==> src/rtl/cfg_store_pkg.sv <==
package cfg_store_pkg;

    localparam int WORD_W     = 16;
    localparam int CELLS      = 8;
    localparam int ARCH_WORDS = 2;
    localparam int SIG_BITS   = 64;
    localparam int SIG_WORDS  = SIG_BITS / WORD_W;
    localparam int MODE_W     = 2;

    typedef logic [WORD_W-1:0] word_t;

    typedef enum logic [2:0] {
        CMD_IDLE  = 3'd0,
        CMD_WRITE = 3'd1,
        CMD_READ  = 3'd2,
        CMD_ERASE = 3'd3,
        CMD_LOCK  = 3'd4
    } cmd_e;

    typedef enum logic [1:0] {
        RGN_ARRAY,
        RGN_ARCH,
        RGN_SIG,
        RGN_NONE
    } region_e;

    typedef struct packed {
        logic [MODE_W-1:0] mode;
        logic [CELLS-1:0]  io;
        logic [CELLS-1:0]  pol;
    } arch_t;

    // Regions whose readback the protection bit hides.
    function automatic logic hidden_when_locked(input region_e r);
        return (r == RGN_ARRAY) || (r == RGN_ARCH);
    endfunction

    // Bits kept when a word is stored.
    function automatic word_t keep_mask(input region_e r, input logic upper_arch);
        if (r == RGN_ARCH && upper_arch)
            return word_t'((1 << MODE_W) - 1);
        return '1;
    endfunction

endpackage

==> src/rtl/cfg_addr_decode.sv <==
module cfg_addr_decode
    import cfg_store_pkg::*;
#(
    parameter int ARRAY_WORDS = 8,
    parameter int AW          = 4,
    parameter int IW          = 4
) (
    input  logic [AW-1:0] addr,
    output region_e       region,
    output logic [IW-1:0] idx,
    output word_t         mask
);
    localparam int ARCH_BASE = ARRAY_WORDS;
    localparam int SIG_BASE  = ARRAY_WORDS + ARCH_WORDS;
    localparam int TOTAL     = SIG_BASE + SIG_WORDS;

    int a;

    always_comb begin
        a   = int'(addr);
        idx = addr[IW-1:0];
        if (a < ARCH_BASE)
            region = RGN_ARRAY;
        else if (a < SIG_BASE)
            region = RGN_ARCH;
        else if (a < TOTAL)
            region = RGN_SIG;
        else
            region = RGN_NONE;
        mask = keep_mask(region, a == ARCH_BASE + 1);
    end

endmodule

==> src/rtl/cfg_word_store.sv <==
module cfg_word_store
    import cfg_store_pkg::*;
#(
    parameter int TOTAL = 14,
    parameter int IW    = 4
) (
    input  logic                          clk,
    input  logic                          rst,
    input  logic                          wr_en,
    input  logic [IW-1:0]                 wr_idx,
    input  word_t                         wr_val,
    input  logic                          erase_go,
    output logic [TOTAL-1:0][WORD_W-1:0]  words,
    output logic                          busy,
    output word_t                         checksum
);
    logic [IW-1:0] sweep;
    logic          sweep_last;

    assign sweep_last = (int'(sweep) == TOTAL - 1);

    // Erase walks one word per cycle; the sum is kept by subtracting old and adding new.
    always_ff @(posedge clk) begin
        if (rst) begin
            words    <= '0;
            busy     <= 1'b0;
            sweep    <= '0;
            checksum <= '0;
        end else if (busy) begin
            words[sweep] <= '0;
            checksum     <= checksum - words[sweep];
            if (sweep_last) begin
                busy  <= 1'b0;
                sweep <= '0;
            end else begin
                sweep <= sweep + 1'b1;
            end
        end else if (erase_go) begin
            busy  <= 1'b1;
            sweep <= '0;
        end else if (wr_en) begin
            words[wr_idx] <= wr_val;
            checksum      <= checksum - words[wr_idx] + wr_val;
        end
    end

    // an accepted erase raises busy on the next cycle
    a_r7_erase_starts: assert property (@(posedge clk) disable iff (rst)
        (!busy && erase_go) |=> busy);

    // the last sweep step ends busy with an empty sum
    a_r7_sweep_ends_clean: assert property (@(posedge clk) disable iff (rst)
        (busy && sweep_last) |=> (!busy && checksum == '0));

endmodule

==> src/rtl/cfg_read_gate.sv <==
module cfg_read_gate
    import cfg_store_pkg::*;
(
    input  logic    clk,
    input  logic    rst,
    input  logic    rd_go,
    input  region_e region,
    input  word_t   rd_word,
    input  logic    lock_go,
    input  logic    erase_go,
    output word_t   rdata,
    output logic    rvalid,
    output logic    denied,
    output logic    locked
);
    logic refuse;

    assign refuse = locked && hidden_when_locked(region);

    always_ff @(posedge clk) begin
        if (rst) begin
            locked <= 1'b0;
        end else if (erase_go) begin
            locked <= 1'b0;
        end else if (lock_go) begin
            locked <= 1'b1;
        end
    end

    always_ff @(posedge clk) begin
        if (rst) begin
            rdata  <= '0;
            rvalid <= 1'b0;
            denied <= 1'b0;
        end else begin
            rvalid <= rd_go;
            denied <= rd_go && refuse;
            if (rd_go && !refuse && region != RGN_NONE)
                rdata <= rd_word;
            else
                rdata <= '0;
        end
    end

    // a refused read never exposes data
    a_r4_refusal_is_zero: assert property (@(posedge clk) disable iff (rst)
        denied |-> (rvalid && rdata == '0));

    // signature reads are never refused
    a_r5_signature_open: assert property (@(posedge clk) disable iff (rst)
        (rd_go && region == RGN_SIG) |=> !denied);

    // an accepted read answers on the next cycle
    a_r2_read_answers: assert property (@(posedge clk) disable iff (rst)
        rd_go |=> rvalid);

endmodule

==> src/rtl/cfg_store.sv <==
module cfg_store
    import cfg_store_pkg::*;
#(
    parameter  int ARRAY_WORDS = 8,
    localparam int TOTAL       = ARRAY_WORDS + ARCH_WORDS + SIG_WORDS,
    localparam int AW          = $clog2(TOTAL + 1),
    localparam int IW          = $clog2(TOTAL)
) (
    input  logic              clk,
    input  logic              rst,
    input  logic [2:0]        cmd,
    input  logic [AW-1:0]     addr,
    input  logic [WORD_W-1:0] wdata,
    output logic [WORD_W-1:0] rdata,
    output logic              rvalid,
    output logic              denied,
    output logic              busy,
    output logic              locked,
    output logic [WORD_W-1:0] checksum,
    output logic [CELLS-1:0]  cell_pol,
    output logic [CELLS-1:0]  cell_io,
    output logic [MODE_W-1:0] mode_bits
);
    region_e                        region;
    logic [IW-1:0]                  idx;
    word_t                          mask;
    logic [TOTAL-1:0][WORD_W-1:0]   words;
    word_t                          rd_word;
    arch_t                          arch;
    logic                           idle;
    logic                           wr_en, rd_go, erase_go, lock_go;

    cfg_addr_decode #(
        .ARRAY_WORDS (ARRAY_WORDS),
        .AW          (AW),
        .IW          (IW)
    ) u_decode (
        .addr   (addr),
        .region (region),
        .idx    (idx),
        .mask   (mask)
    );

    assign idle     = !busy;
    assign wr_en    = idle && cmd == CMD_WRITE && !locked && region != RGN_NONE;
    assign rd_go    = idle && cmd == CMD_READ;
    assign erase_go = idle && cmd == CMD_ERASE;
    assign lock_go  = idle && cmd == CMD_LOCK;

    cfg_word_store #(
        .TOTAL (TOTAL),
        .IW    (IW)
    ) u_store (
        .clk      (clk),
        .rst      (rst),
        .wr_en    (wr_en),
        .wr_idx   (idx),
        .wr_val   (wdata & mask),
        .erase_go (erase_go),
        .words    (words),
        .busy     (busy),
        .checksum (checksum)
    );

    assign rd_word = (region == RGN_NONE) ? '0 : words[idx];

    cfg_read_gate u_gate (
        .clk      (clk),
        .rst      (rst),
        .rd_go    (rd_go),
        .region   (region),
        .rd_word  (rd_word),
        .lock_go  (lock_go),
        .erase_go (erase_go),
        .rdata    (rdata),
        .rvalid   (rvalid),
        .denied   (denied),
        .locked   (locked)
    );

    assign arch      = arch_t'({words[ARRAY_WORDS+1][MODE_W-1:0], words[ARRAY_WORDS]});
    assign cell_pol  = arch.pol;
    assign cell_io   = arch.io;
    assign mode_bits = arch.mode;

    // reads issued during an erase get no answer
    a_r8_busy_read_dropped: assert property (@(posedge clk) disable iff (rst)
        (busy && cmd == CMD_READ) |=> !rvalid);

    // a write under lock leaves the sum untouched
    a_r9_locked_write_inert: assert property (@(posedge clk) disable iff (rst)
        (locked && !busy && cmd == CMD_WRITE) |=> $stable(checksum));

    // an erase always runs unlocked
    a_r7_erase_unlocks: assert property (@(posedge clk) disable iff (rst)
        $rose(busy) |-> !locked);

endmodule

==> config.mk <==
export PLATFORM = sky130hd
export DESIGN_NAME = cfg_store
export DESIGN_NICKNAME = d
export VERILOG_FILES = /design/src/rtl/cfg_store_pkg.sv /design/src/rtl/cfg_addr_decode.sv /design/src/rtl/cfg_word_store.sv /design/src/rtl/cfg_read_gate.sv /design/src/rtl/cfg_store.sv
export SDC_FILE = /design/constraint.sdc
export NUM_CORES = 1
export LEC_CHECK = 0
export BUFFER_PORTS_ARGS = -buffer_cell sky130_fd_sc_hd__buf_4
export CAP_MARGIN = 20
export CORE_MARGIN = 2
export CORE_UTILIZATION = 58
export CTS_BUF_LIST = sky130_fd_sc_hd__clkbuf_4
export CTS_CLUSTER_SIZE = 14
export DETAILED_ROUTE_END_ITERATION = 7
export PLACE_DENSITY = 0.79
export SYNTH_ARGS = -nofsm -noshare
export SYNTH_HDL_FRONTEND = slang
export SYNTH_SLANG_ARGS = --single-unit
==> constraint.sdc <==
create_clock -name clk -period 4.5 [get_ports clk]
set_input_delay 0.225 -clock clk [delete_from_list [all_inputs] [get_ports clk]]
set_output_delay 0.225 -clock clk [all_outputs]
set_load 0.01 [all_outputs]
==> impl_metrics.py <==
metrics = {
    "synth": {
        "syn_area_um2": 14200,
        "number_of_flops_mapped_to_enable_cells_by_yosys": 0,
        "async_reset_ff_frac": 0,
        "mappedNetlistNets": 1544,
        "ys_seq_elements": 264,
        "syn_area_per_cell_um2": 9.66,
        "syn_inst": 1472,
        "synthFlopType": "sky130_fd_sc_hd__dfxtp_1",
        "synth.yosys.warnings": 0,
        "yosysUniqueCellTypes": 59,
        "synth_seq_area_share": 0.372,
    },
    "grt": {
        "grt.total_usage": 0.350,
        "grt_pass1_wl_um": 70500,
        "grt_max_degree": 112,
        "grt.overflow.total": 0,
        "grt_pass1_vias": 12600,
        "grt_antenna_before_repair": 1,
    },
    "clock_tree": {
        "cts.sinks": 264,
        "clk_root_buffer_cell": "sky130_fd_sc_hd__clkbuf_4",
        "clock_latency_ps": 680,
        "cts_tree": "yes",
        "clk_pin_slew_ps": 60,
        "cts_buffers": 69,
        "htreeDepth": 3,
        "clock_path_buffers": 3,
    },
    "floorplanning": {
        "core.rowCount": 57,
        "num_io_pins": 79,
        "core_area_um2": 24200,
        "initial_core_util": 0.588,
        "die_height_um": 161,
        "floorplan.die_area_um2": 25800,
        "fp.dieW_um": 161,
    },
    "power_and_ir_drop": {
        "power.internal_mw": 3.74,
        "clockPowerShare": 0.378,
        "power.density_cell_area_nw_per_um2": 323,
        "power.switching_mw": 1.52,
        "seq_power_share": 0.455,
        "power.total_mw": 5.26,
        "swShare": 0.289,
        "cellLeakagePower_nw": 6.08,
        "vdd.ir_drop.worst_uv": 143,
        "combinationalPowerShare": 0.168,
    },
    "detailed_routing": {
        "detail_route.drc_violations": 0,
        "routed_via_density": 6.72,
        "vias": 13100,
        "route.final.wire_length_um": 45300,
        "wl_per_cell_um": 23.3,
        "drt-pass1-iter-count": 7,
        "detail_route.iter0.violations": 2002,
        "final_antenna_net_count": 0,
    },
    "final_layout": {
        "synthToLayoutAreaGrowth_pct": 14.5,
        "final_common_cell": "sky130_fd_sc_hd__dfxtp_1",
        "final_net_count": 1644,
        "commonest_cells_after_routing_fill_and_taps_aside": "sky130_fd_sc_hd__dfxtp_1 (262), sky130_fd_sc_hd__nor2_1 (259), sky130_fd_sc_hd__a22oi_1 (212), sky130_fd_sc_hd__buf_4 (144), sky130_fd_sc_hd__clkbuf_4 (99)",
        "final_layout_size_suffix_gt1_frac": 0.231,
        "fillCellCount": 1866,
        "finalCoreUtilization": 0.673,
    },
    "placement": {
        "portBuffers": 78,
        "detailedPlacementHpwl_um": 30800,
        "gp_routability_congestion": 0.943,
    },
    "setup_path": {
        "timing_worst_setup_path_type": "register to register",
        "required_ps": 5040,
        "critPathMaxFanout": 3,
        "critical_path.cell_chain": "mux4_2 > a222oi_1 > o21ai_0 > fa_1 > inv_1 > ha_1 > a211oi_1 > o21ai_0 > a41oi_2 > a21oi_1 > buf_4 > a21o_1 > a2111oi_0 > a211oi_1",
        "critPathArrivalTime_ps": 4870,
        "crit_slowest_cell": "sky130_fd_sc_hd__fa_1",
        "critical-path-max-stage-delay_ps": 590,
        "cp-end-kind": "register",
        "crit_path_start_kind": "register",
    },
    "timing": {
        "fmax_mhz": 231,
        "finalHoldViolations": 0,
        "final_count_of_negative_setup_slack_endpoints": 0,
        "clock-skew-final_ps": 58.5,
        "min_period_ps": 4330,
        "final_max_slew_viol_count": 0,
        "period_share": 0.963,
        "worst_slew_pin_slew_ps": 1120,
        "grt_setup_unrepaired": "yes",
        "max_slew_margin": 0.251,
    },
    "outcome": {
        "run_status": "finished clean",
    },
    "worst_hold_path": {
        "hp-class": "primary input to register",
    },
    "job": {
        "max_cap_violations": 0,
    },
}
==> cell usage after synthesis, drive strengths merged, types with 32 or more instances <==
cell | n | area (um2)
nor2 | 263 | 997
inv | 64 | 240
dfxtp | 264 | 5290
o21ai | 53 | 269
nand2 | 40 | 150
mux2i | 32 | 320
a22oi | 212 | 1590
clkbuf | 99 | 372
buf | 44 | 262
mux4 | 96 | 2160
a21oi | 39 | 195
==> cell type report <==
type / count / area [um2] / area share
multi-input cells: 1001 / 8100 / 0.498
flip-flops and latches: 264 / 5290 / 0.325
clock inverters: 15 / 62.6 / 0.00384
diodes: 3 / 7.51 / 0.000461
clock buffers: 99 / 743 / 0.0457
inverters: 64 / 240 / 0.0148
repair buffers: 172 / 1430 / 0.0876
well taps: 324 / 405 / 0.0249
==> worst max-delay path: cells and delay by family (launching register included) <==
family                   cells  cell delay [ps]
AO/OA/AOI/OAI                9             2300
adder cells (fa/ha/maj)      2              870
buffers and inverters        2              200
flip-flops                   1              330
multiplexers                 1              490
==> state kept, by name, summed over array words and instances, names as in the netlist <==
signal            cells
u_gate.denied         1
u_gate.locked         1
u_gate.rdata         16
u_gate.rvalid         1
u_store.busy          1
u_store.checksum     16
u_store.sweep         4
u_store.words       224
==> metal layers <==
layer  global-route usage  vias up  wire length (um)
met2                0.535      967             20600
li1                     -     5658                 -
met5                    0        -                 0
met3               0.0943      175              5740
met4                0.158        0              1740
met1                0.468     6259             17200
==> power groups by stage <==
stage | logic (mW) | registers [mW] | clock network (mW)
2_1_floorplan | 0.598 | 2.44 | 0
4_1_cts | 0.856 | 2.39 | 2.01
3_3_place_gp | 0.822 | 2.44 | 0
5_1_grt | 0.959 | 2.39 | 2.14
3_5_place_dp | 0.836 | 2.44 | 0
6_report | 0.883 | 2.39 | 1.99
==> per-stage QoR <==
stage / setup TNS (ps) / cell area (um2) / setup slack, ps / hold WS [ps] / cells
CTS: 0 / 16200 / 47.0 / 50.7 / 1937
floorplan: 0 / 14200 / 185 / 386 / 1472
global placement: -35.2 / 15200 / -35.2 / 458 / 1802
global route: -28.3 / 16300 / -28.3 / 87.6 / 1942
detailed placement: -185 / 15200 / -155 / 471 / 1802
finish: 0 / 16300 / 167 / 84.0 / 1942
==> what timing repair did <==
item                       CTS  global route
hold buffers                21             0
hold endpoints to repair   116             0
gates resized for setup      0             5
buffers inserted             0             0
setup endpoints to repair    0             4
==> worst paths after layout <==
kind / to / cells after the start / start / slack, ps
worst max register to register: u_store.checksum[13] / 14 / u_store.words[81] / 170
worst max-delay path: u_store.checksum[13] / 14 / u_store.words[81] / 170
worst min register to register: u_store.words[149] / 1 / u_store.words[149] / 490
worst min-delay path: u_gate.rdata[0] / 3 / addr[2] / 80
==> logic make-up after synthesis <==
| family | count (synthesis) | share of synthesized area |
|---|---|---|
| fa+ha+maj | 47 | 0.0498 |
| compound gates | 390 | 0.198 |
| xor+xnor | 26 | 0.0160 |
| buf+inv | 207 | 0.0614 |
| simple gates | 409 | 0.127 |
| flops | 264 | 0.372 |
| mux | 129 | 0.175 |
Note: power is estimated with default switching activity, not from simulation.
